===== config.mk =====
export PLATFORM = sky130hd
export DESIGN_NAME = boost_ratio_ctrl
export DESIGN_NICKNAME = d
export VERILOG_FILES = /design/src/rtl/boost_ratio_ctrl.sv
export SDC_FILE = /design/constraint.sdc
export NUM_CORES = 1
export LEC_CHECK = 0
export BUFFER_PORTS_ARGS = -buffer_cell sky130_fd_sc_hd__buf_2
export CORE_ASPECT_RATIO = 2
export CORE_MARGIN = 2
export CORE_UTILIZATION = 50
export DETAILED_ROUTE_END_ITERATION = 8
export HOLD_SLACK_MARGIN = 0.15
export PLACE_DENSITY = 0.78
export SYNTH_ARGS = -nofsm -noshare
export SYNTH_HDL_FRONTEND = slang
export SYNTH_SLANG_ARGS = --single-unit

===== constraint.sdc =====
create_clock -name clk -period 9.45 [get_ports clk]
set_input_delay 0.4725 -clock clk [delete_from_list [all_inputs] [get_ports clk]]
set_output_delay 0.4725 -clock clk [all_outputs]
set_load 0.02 [all_outputs]

===== src/rtl/boost_ratio_ctrl.sv =====
module boost_ratio_ctrl #(
  parameter int NCORES = 4,
  parameter int RW     = 6
) (
  input  logic                   clk,
  input  logic                   rst_n,
  input  logic                   eval_tick,
  input  logic [2*NCORES-1:0]    core_pstate,
  input  logic                   perf_max_req,
  input  logic                   hot_over,
  input  logic                   pwr_over,
  input  logic                   cur_over,
  input  logic [RW-1:0]          base_ratio,
  input  logic [NCORES*RW-1:0]   ceil_ratio,
  output logic [RW-1:0]          ratio,
  output logic                   boost_on
);
  localparam int CW = $clog2(NCORES + 1);

  logic [CW-1:0] n_awake;
  logic [RW-1:0] ceil_raw, ceil_eff, ratio_nx;
  logic          limit_hit;

  always_comb begin
    n_awake = '0;
    for (int i = 0; i < NCORES; i++)
      n_awake = n_awake + CW'(!core_pstate[2*i+1]);
  end

  always_comb begin
    ceil_raw = ceil_ratio[RW-1:0];
    for (int k = 2; k <= NCORES; k++)
      if (n_awake == CW'(k)) ceil_raw = ceil_ratio[(k-1)*RW +: RW];
  end

  assign ceil_eff  = (ceil_raw < base_ratio) ? base_ratio : ceil_raw;
  assign limit_hit = hot_over | pwr_over | cur_over;

  always_comb begin
    ratio_nx = ratio;
    if (n_awake == '0)
      ratio_nx = ratio;
    else if (ratio < base_ratio)
      ratio_nx = ratio + RW'(1);
    else if (!perf_max_req) begin
      if (ratio > base_ratio) ratio_nx = ratio - RW'(1);
    end else if (ratio > ceil_eff)
      ratio_nx = ceil_eff;
    else if (limit_hit) begin
      if (ratio > base_ratio) ratio_nx = ratio - RW'(1);
    end else if (ratio < ceil_eff)
      ratio_nx = ratio + RW'(1);
  end

  always_ff @(posedge clk) begin
    if (!rst_n)         ratio <= base_ratio;
    else if (eval_tick) ratio <= ratio_nx;
  end

  assign boost_on = ratio > base_ratio;
endmodule


==> results.json, run 1 <==
{
  "outcome": "finished, final reports clean",
  "synth.avg_cell_area_sq_um": 8.37,
  "cts_tree": "built",
  "yosys.area_share.adder_pct": 17.0,
  "cts_setup_buffers": 0,
  "fin_crit_sh_pct": 63.4,
  "cts_root_buf": "clkbuf_8",
  "synth_warnings": 0,
  "most-common-layout-cells": "47 x buf_2, 21 x ha_1, 14 x inv_1, 14 x o21ai_0",
  "rsz0062_at_grt": "no",
  "synth_area_sq_um": 1670,
  "finalHoldViolCount": 0,
  "grt_use_met1_pct": 23.9,
  "finalSetupViolations": 0,
  "synth-simple-area-share_pct": 20.0,
  "grt_use_met2_pct": 49.9,
  "port_buffers": 47,
  "top_regs": "ratio (6)",
  "regMostFlops": "ratio",
  "die_h_um": 85.6,
  "syn_inst": 199,
  "wl_per_cell_um": 17.6,
  "cts_resized": 0,
  "worstPathMaxFanout": 15,
  "synthMuxAreaShare_pct": 8.71,
  "layout-drive-gt1-share_pct": 26.7,
  "report.final.slew_viol_count": 0,
  "grt_pass1_wl_um": 7530,
  "ys_types": 57,
  "clock.fmax_mhz": 167,
  "die_area_sq_um": 3840,
  "final_common_cell": "buf_2",
  "tns_ps": 0,
  "power.density_nw_per_um2": 203,
  "gp_congestion": 0.930,
  "insertion_delay_ps": 230,
  "arrival_ps": 6000,
  "detail_route.first_pass.iterations": 4,
  "synth-seq-cells": 6,
  "synth_top_family_by_area": "compound AO/OA/AOI/OAI gates",
  "synthArstFlopShare_pct": 0,
  "synth-main-ff-cell": "edfxtp_1",
  "diodes": 0,
  "viasPerCell": 6.51,
  "clkTransAtPathRegs_ps": 40,
  "final_net_count": 312,
  "grt_start_max_net_pins": 16,
  "dp_hpwl_um": 3980,
  "yosysSeqAreaShare_pct": 10.8,
  "grt.busiest_layer": "met2",
  "antenna_found_initial": 0,
  "startpoint_type": "input pin",
  "cap_violations": 0,
  "area.growth.synth_to_final_pct": 16.5,
  "core_region_area_sq_um": 3190,
  "synth_enable_flop_cells": 6,
  "slew-limit-headroom_pct": 39.2,
  "largest_reg_flops": 6,
  "ir_worst_vdd_mv": 0.162,
  "required_ps": 9460,
  "vias": 1785,
  "synth-compound-area-share_pct": 33.8,
  "clock_skew_ps": 6.33,
  "grt_util_all_layers_pct": 26.0,
  "first_iter_violations": 65,
  "cts_buffers": 3,
  "period_needed_ps": 5990,
  "leakage_nw": 0.863,
  "start_util_pct": 52.2,
  "grt_overflow": 0,
  "met3_usage_pct": 2.74,
  "cts_buffer_depth": 2,
  "cts_hold_buf": 0,
  "cts_htree_levels": 1,
  "critPathCaptureType": "flip-flop",
  "detail-route-antenna-nets": 0,
  "grt_pass1_vias": 1705,
  "ios": 52,
  "die_w_um": 44.8,
  "synth-xor-area-share_pct": 4.20,
  "wirelength_um": 4830,
  "syn-num-nets": 266,
  "tightest_slew_ps": 899,
  "path_class": "in -> reg",
  "hp-class": "in -> reg",
  "power_mw": 0.393,
  "row_count": 29,
  "clock_sinks": 6,
  "drc": 0
}
==> worst paths after layout <==
path,startpoint,to,slack (ps),cells past startpoint
worst max register to register,ratio[3]$_DFFE_PP_,ratio[2]$_DFFE_PP_,6630,6
worst min register to register,ratio[4]$_DFFE_PP_,ratio[4]$_DFFE_PP_,1040,3
worst max-delay path,core_pstate[1],ratio[1]$_DFFE_PP_,3460,21
worst min-delay path,base_ratio[4],ratio[4]$_DFFE_PP_,680,2
==> per-layer routing <==
| metal | part of all wire, % | vias up |
|---|---|---|
| met3 | 5.9 | 12 |
| li1 | - | 867 |
| met1 | 33 | 830 |
| met4 | 4.0 | 0 |
| met2 | 57 | 76 |
| met5 | 0 | - |
==> final cells by class <==
| cell class | count | area, sq um |
|---|---|---|
| fill | 321 | 1250 |
| clock buffer | 3 | 41.3 |
| sequential | 6 | 180 |
| tap | 31 | 38.8 |
| timing repair buffer | 47 | 235 |
| inverter | 14 | 52.6 |
| multi-input combinational | 173 | 1390 |
==> cell usage after synthesis, types with 6 or more instances <==
library cell,n,area [sq um]
o21ai_0,14,70.1
a21oi_1,10,50.1
inv_1,14,52.6
nor3_1,6,30.0
a211o_1,9,78.8
mux2i_1,12,120
nand2_1,8,30.0
ha_1,21,263
nor2_1,12,45.0
nand3_1,9,45.0
edfxtp_1,6,180
o211ai_1,7,52.6
==> worst max-delay path, stage by stage <==
cell and delay, ps:
buf_2 70, inv_1 40, fa_1 480, ha_1 200, ha_1 490, nor2_4 320
mux2i_1 100, o21ai_0 350, ha_1 320, a211o_1 280, o211a_2 150, nor3_1 510
a211o_1 250, nand2_1 80, ha_1 350, nand4b_1 140, a31oi_1 240, o21a_1 300
and2_1 330, o211ai_1 160, a31oi_1 340
==> metrics by stage <==
| step | utilization (%) | hold slack, ps | worst slack, ps | cells | cell area (sq um) |
|---|---|---|---|---|---|
| global route | 60.8 | 682 | 3150 | 274 | 1940 |
| finish | 60.8 | 681 | 3460 | 274 | 1940 |
| CTS | 60.8 | 684 | 3540 | 274 | 1940 |
| floorplan | - | 690 | 4200 | 199 | 1670 |
| detailed placement | 59.5 | 914 | 3350 | 271 | 1900 |
| global placement | 59.5 | 916 | 3410 | 271 | 1900 |
==> logic make-up after synthesis <==
group,Yosys count
flops,6
mux,14
simple gates,59
compound gates,70
xor+xnor,8
buf+inv,20
fa+ha+maj,22
==> power by group <==
part	total (mW)	switching [mW]	internal, mW
registers	0.0666	0.0253	0.0413
clock network	0.0394	0.0120	0.0275
logic	0.287	0.169	0.119
total	0.393	0.206	0.187
Note: power is estimated with default switching activity, not from simulation.
==> run 2: changes to the inputs <==
- CORE_UTILIZATION: 50 -> 47
- PLACE_DENSITY: 0.78 -> 0.77
- clock period: 9.45 -> 4.8 ns (I/O delays scaled with it)
==> results.json, run 2 (synthesized netlist as in run 1, its figures left out) <==
{
  "outcome": "finished, final reports clean",
  "finalSetupViolations": 0,
  "grt_start_max_net_pins": 15,
  "tns_ps": 0,
  "viasPerCell": 6.39,
  "area.growth.synth_to_final_pct": 42.6,
  "first_iter_violations": 40,
  "dp_slack_ps": -231,
  "wl_per_cell_um": 17.6,
  "p_sw_share_pct": 48.2,
  "clkTransAtPathRegs_ps": 40,
  "wirelength_um": 5470,
  "setup_ws_ps": 45.6,
  "required_ps": 4870,
  "path_class": "in -> reg",
  "cts_htree_levels": 1,
  "port_buffers": 47,
  "insertion_delay_ps": 220,
  "dp_hpwl_um": 4270,
  "final_net_count": 348,
  "power.density_nw_per_um2": 406,
  "final_common_cell": "buf_2",
  "pwr-share-comb_pct": 78.8,
  "rsz0062_at_grt": "yes",
  "startpoint_type": "input pin",
  "report.final.slew_viol_count": 0,
  "die_area_sq_um": 4070,
  "drc": 0,
  "internal-power_mw": 0.500,
  "die_w_um": 46.1,
  "slew-limit-headroom_pct": 30.5,
  "cts_buffers": 3,
  "antenna_found_initial": 0,
  "clock_skew_ps": 2.49,
  "regMostFlops": "ratio",
  "stdcell_area_sq_um": 2380,
  "arrival_ps": 4820,
  "seqPwrFrac_pct": 13.7,
  "grt_pass1_wl_um": 7970,
  "fin_crit_sh_pct": 99.0,
  "vias": 1986,
  "grt_overflow": 0,
  "diodes": 0,
  "detail-route-antenna-nets": 0,
  "cts_tree": "built",
  "critPathCaptureType": "flip-flop",
  "r2r_start": "ratio[3]$_DFFE_PP_",
  "grt_pass1_vias": 1900,
  "leakage_nw": 1.06,
  "cts_hold_buf": 0,
  "most-common-layout-cells": "45 x buf_2, 34 x buf_4, 17 x ha_1",
  "p_clk_share_pct": 7.5,
  "row_count": 30,
  "p_sw_mw": 0.464,
  "finalHoldViolCount": 0,
  "cp-startpoint": "core_pstate[1]",
  "hp-class": "in -> reg",
  "cts_root_buf": "clkbuf_8",
  "die_h_um": 88.2,
  "layout-drive-gt1-share_pct": 45.2,
  "top_regs": "ratio (6)",
  "largest_reg_flops": 6,
  "tightest_slew_ps": 1030,
  "cap_violations": 0,
  "gp_congestion": 0.924,
  "worstHoldStart": "base_ratio[2]",
  "clock.fmax_mhz": 210,
  "detail_route.first_pass.iterations": 4,
  "clock_sinks": 6,
  "cts_buffer_depth": 2,
  "ios": 52,
  "grt_util_all_layers_pct": 26.0,
  "start_util_pct": 49.3,
  "ir_worst_vdd_mv": 0.334,
  "hold_ws_ps": 474,
  "core_region_area_sq_um": 3380,
  "period_needed_ps": 4750,
  "worstPathMaxFanout": 5,
  "postPlaceCellArea_sq_um": 2120
}
[run 2: cell count changes in the layout (fill, tap and decap cells not counted), sizes merged]
| cell | previous run | this run |
|---|---|---|
| buf | 47 | 83 |
[run 2: timing repair]
| action | in CTS | in global routing |
|---|---|---|
| pin swaps | 1 | 24 |
| buffers inserted | 0 | 9 |
| gates cloned | 0 | 0 |
| endpoints found under the setup margin | 2 | 12 |
| resized for setup | 1 | 35 |
| endpoints found under the hold margin | 0 | 0 |
[run 2: stage by stage]
stage | power (mW) | util (%) | cells
floorplan | 0.554 | - | 199
finish | 0.964 | 70.3 | 311
global placement | 0.762 | 62.9 | 299
detailed placement | 0.773 | 62.9 | 299
CTS | 0.855 | 64.3 | 302
global route | 1.03 | 70.3 | 311
[run 2: critical path, stage by stage]
cell       delay, ps
buf_6             70
inv_2             30
fa_1             510
ha_4             190
ha_4             240
nor2_4           160
mux2i_1          260
o21ai_2          100
ha_1             320
a211o_1          340
o211a_4          180
nor3_4           290
a211o_1          200
nand2_2           90
ha_4             300
nand4_1          110
or2_1            260
o21a_1           150
buf_6            140
or3_4            380
o2111ai_2         90
o22a_1           200
[run 2: cell type report]
| class | instances | area [sq um] |
|---|---|---|
| flip-flops and latches | 6 | 180 |
| fillers | 273 | 1000 |
| well taps | 32 | 40.0 |
| clock buffers | 3 | 41.3 |
| inverters | 14 | 52.6 |
| multi-input cells | 173 | 1540 |
| repair buffers | 83 | 526 |
[run 2: layer usage]
| metal | track usage (%) | vias up | part of all wire (%) |
|---|---|---|---|
| li1 | - | 944 | - |
| met1 | 23.1 | 926 | 33 |
| met2 | 50.4 | 85 | 56 |
| met3 | 3.47 | 31 | 4.2 |
| met4 | 15.1 | 0 | 6.8 |
| met5 | 0 | - | 0 |
[run 2: power by group through the flow]
stage	clock network [mW]	logic (mW)	registers, mW
after floorplan	0	0.426	0.128
after global placement	0	0.632	0.130
after detailed placement	0	0.644	0.129
after CTS	0.0744	0.651	0.129
after global routing	0.0779	0.822	0.134
final	0.0723	0.760	0.132
[run 2: worst paths after layout]
path,to,slack [ps],cells past startpoint
setup / recovery,ratio[2]$_DFFE_PP_,50,22
hold / removal,ratio[2]$_DFFE_PP_,470,2
setup reg to reg,ratio[4]$_DFFE_PP_,2040,7
hold reg to reg,ratio[4]$_DFFE_PP_,1040,3
==> run 3: changes to the inputs <==
--- a/config.mk
+++ b/config.mk
@@ -13,4 +13,5 @@
 export HOLD_SLACK_MARGIN = 0.15
 export PLACE_DENSITY = 0.77
+export REMOVE_ABC_BUFFERS = 1
 export SYNTH_ARGS = -nofsm -noshare
 export SYNTH_HDL_FRONTEND = slang
==> constraint.sdc (replaced) <==
create_clock -name clk -period 4.8 [get_ports clk]
set_input_delay 0.24 -clock clk [delete_from_list [all_inputs] [get_ports clk]]
set_output_delay 0.24 -clock clk [all_outputs]
set_load 0.005 [all_outputs]
==> results.json, run 3 (synthesized netlist as in run 1, its figures left out) <==
{
  "row_count": 30,
  "r2r_start": "ratio[3]$_DFFE_PP_",
  "detail-route-antenna-nets": 0,
  "rr_worst_depth": 7,
  "die_w_um": 46.1,
  "multi_input_area_sq_um": 1500,
  "clock_sinks": 6,
  "required_ps": 4870,
  "p_clk_share_pct": 8.2,
  "detail_route.first_pass.iterations": 4,
  "cts_htree_levels": 1,
  "ir_worst_vdd_mv": 0.219,
  "diodes": 0,
  "antenna_found_initial": 0,
  "port_buffers": 47,
  "tns_ps": 0,
  "ios": 52,
  "worstHoldStart": "base_ratio[4]",
  "top_regs": "ratio (6)",
  "die_h_um": 88.2,
  "holdPathEnd": "ratio[4]$_DFFE_PP_",
  "finalHoldViolCount": 0,
  "regMostFlops": "ratio",
  "finalSetupViolations": 0,
  "outcome": "finished, final reports clean",
  "setup_ws_ps": 95.0,
  "wl_per_cell_um": 17.0,
  "rr_endpoint": "ratio[4]$_DFFE_PP_",
  "worst_path_max_delay_cell": "fa_1",
  "arrival_ps": 4780,
  "tightest_slew_ps": 919,
  "critPathCaptureType": "flip-flop",
  "area.growth.synth_to_final_pct": 42.1,
  "grt_start_max_net_pins": 15,
  "insertion_delay_ps": 220,
  "clock.fmax_mhz": 213,
  "layout-drive-gt1-share_pct": 43.9,
  "clock_skew_ps": 1.97,
  "fin_crit_sh_pct": 98.0,
  "regArea_sq_um": 180,
  "grt_overflow": 0,
  "worst-path-buf-inv": 5,
  "final_net_count": 354,
  "fill_cells": 288,
  "p_sw_share_pct": 46.5,
  "wirelength_um": 5390,
  "viasPerCell": 6.23,
  "drc": 0,
  "cts_root_buf": "clkbuf_8",
  "path_class": "in -> reg",
  "period_needed_ps": 4700,
  "pwr-share-comb_pct": 77.8,
  "hold_depth": 2,
  "r2r_setup_slack_ps": 2060,
  "grt_pass1_wl_um": 8050,
  "dp_slack_ps": -294,
  "worstPathMaxFanout": 5,
  "hp-class": "in -> reg",
  "grt_pass1_vias": 1984,
  "die_area_sq_um": 4070,
  "report.final.slew_viol_count": 0,
  "final_common_cell": "buf_2",
  "cap_violations": 0,
  "dp_hpwl_um": 4270,
  "gp_congestion": 0.946,
  "core_region_area_sq_um": 3380,
  "largest_reg_flops": 6,
  "rsz0062_at_grt": "yes",
  "path_cells": "buf_2 > inv_1 > fa_1 > ha_4 > ha_4 > nor2_4 > buf_6 > mux2i_4 > a21oi_2 > ha_2 > nand4_1 > nor2_2 > nor3_2 > buf_4 > a21oi_4 > mux2i_2 > ha_1 > a21o_1 > o21a_1 > buf_4 > or3_1 > o2111ai_2 > o22a_1",
  "leakage_nw": 1.07,
  "start_util_pct": 49.3,
  "cts_buffers": 3,
  "internal-power_mw": 0.499,
  "p_sw_mw": 0.434,
  "power_mw": 0.933,
  "power.density_nw_per_um2": 394,
  "slew-limit-headroom_pct": 37.9,
  "cts_buffer_depth": 2,
  "slowest_delay_ps": 520,
  "clkTransAtPathRegs_ps": 40,
  "most-common-layout-cells": "47 x buf_2, 41 x buf_4, 17 x ha_1",
  "first_iter_violations": 51,
  "startpoint_type": "input pin",
  "seqPwrFrac_pct": 14.0,
  "vias": 1975,
  "grt_util_all_layers_pct": 26.4,
  "crit_family": "adder cells",
  "cts_tree": "built"
}
==> run 3: worst reg2reg max path: cells and delay by family, from the launching register on <==
kind,cells,cell delay [ps]
compound gates,3,840
simple gates,3,630
flops,1,620
fa+ha+maj,1,390
==> run 3: layout make-up <==
| class | count | share of cell area [%] |
|---|---|---|
| Sequential cell | 6 | 7.61 |
| Multi-Input combinational cell | 173 | 63.3 |
| Inverter | 14 | 2.22 |
| Clock buffer | 3 | 1.74 |
| Timing Repair Buffer | 89 | 23.4 |
| Tap cell | 32 | 1.69 |
==> run 3: power groups by stage <==
stage | clock, mW | combinational (mW) | sequential, mW
2_1_floorplan | 0 | 0.401 | 0.114
3_3_place_gp | 0 | 0.623 | 0.130
3_5_place_dp | 0 | 0.637 | 0.130
4_1_cts | 0.0757 | 0.651 | 0.130
5_1_grt | 0.0795 | 0.784 | 0.135
6_report | 0.0767 | 0.725 | 0.131
==> run 3: layer usage <==
metal,wire [um],GRT usage (%),vias to the layer above
met3,247,2.24,24
met1,1880,23.2,908
li1,-,-,950
met2,2950,51.9,93
met5,0,0,-
met4,315,16.1,0
==> run 3: repair_timing <==
| action | 4_1_cts | 5_1_grt |
|---|---|---|
| setup buffers | 4 | 4 |
| hold buffers | 0 | 0 |
| pin swaps | 2 | 14 |
| gates resized for setup | 3 | 23 |
| setup endpoints to repair | 3 | 12 |
==> run 3: worst max-delay path by stage <==
| stage | from | end | cells after the start |
|---|---|---|---|
| 2_1_floorplan | core_pstate[1] | ratio[4]$_DFFE_PP_ | 20 |
| 6_report | core_pstate[7] | ratio[2]$_DFFE_PP_ | 23 |
| 5_1_grt | core_pstate[7] | ratio[4]$_DFFE_PP_ | 23 |
| 4_1_cts | core_pstate[1] | ratio[2]$_DFFE_PP_ | 23 |
| 3_3_place_gp | core_pstate[1] | ratio[2]$_DFFE_PP_ | 23 |
| 3_5_place_dp | core_pstate[1] | ratio[2]$_DFFE_PP_ | 23 |
==> run 3: stage by stage <==
stage,std cells,hold WS (ps),util [%],area (sq um)
finish,317,473,70.1,2370
global route,317,464,70.1,2370
CTS,313,461,66.1,2230
detailed placement,306,689,63.9,2160
global placement,306,685,63.9,2160
floorplan,193,446,-,1630
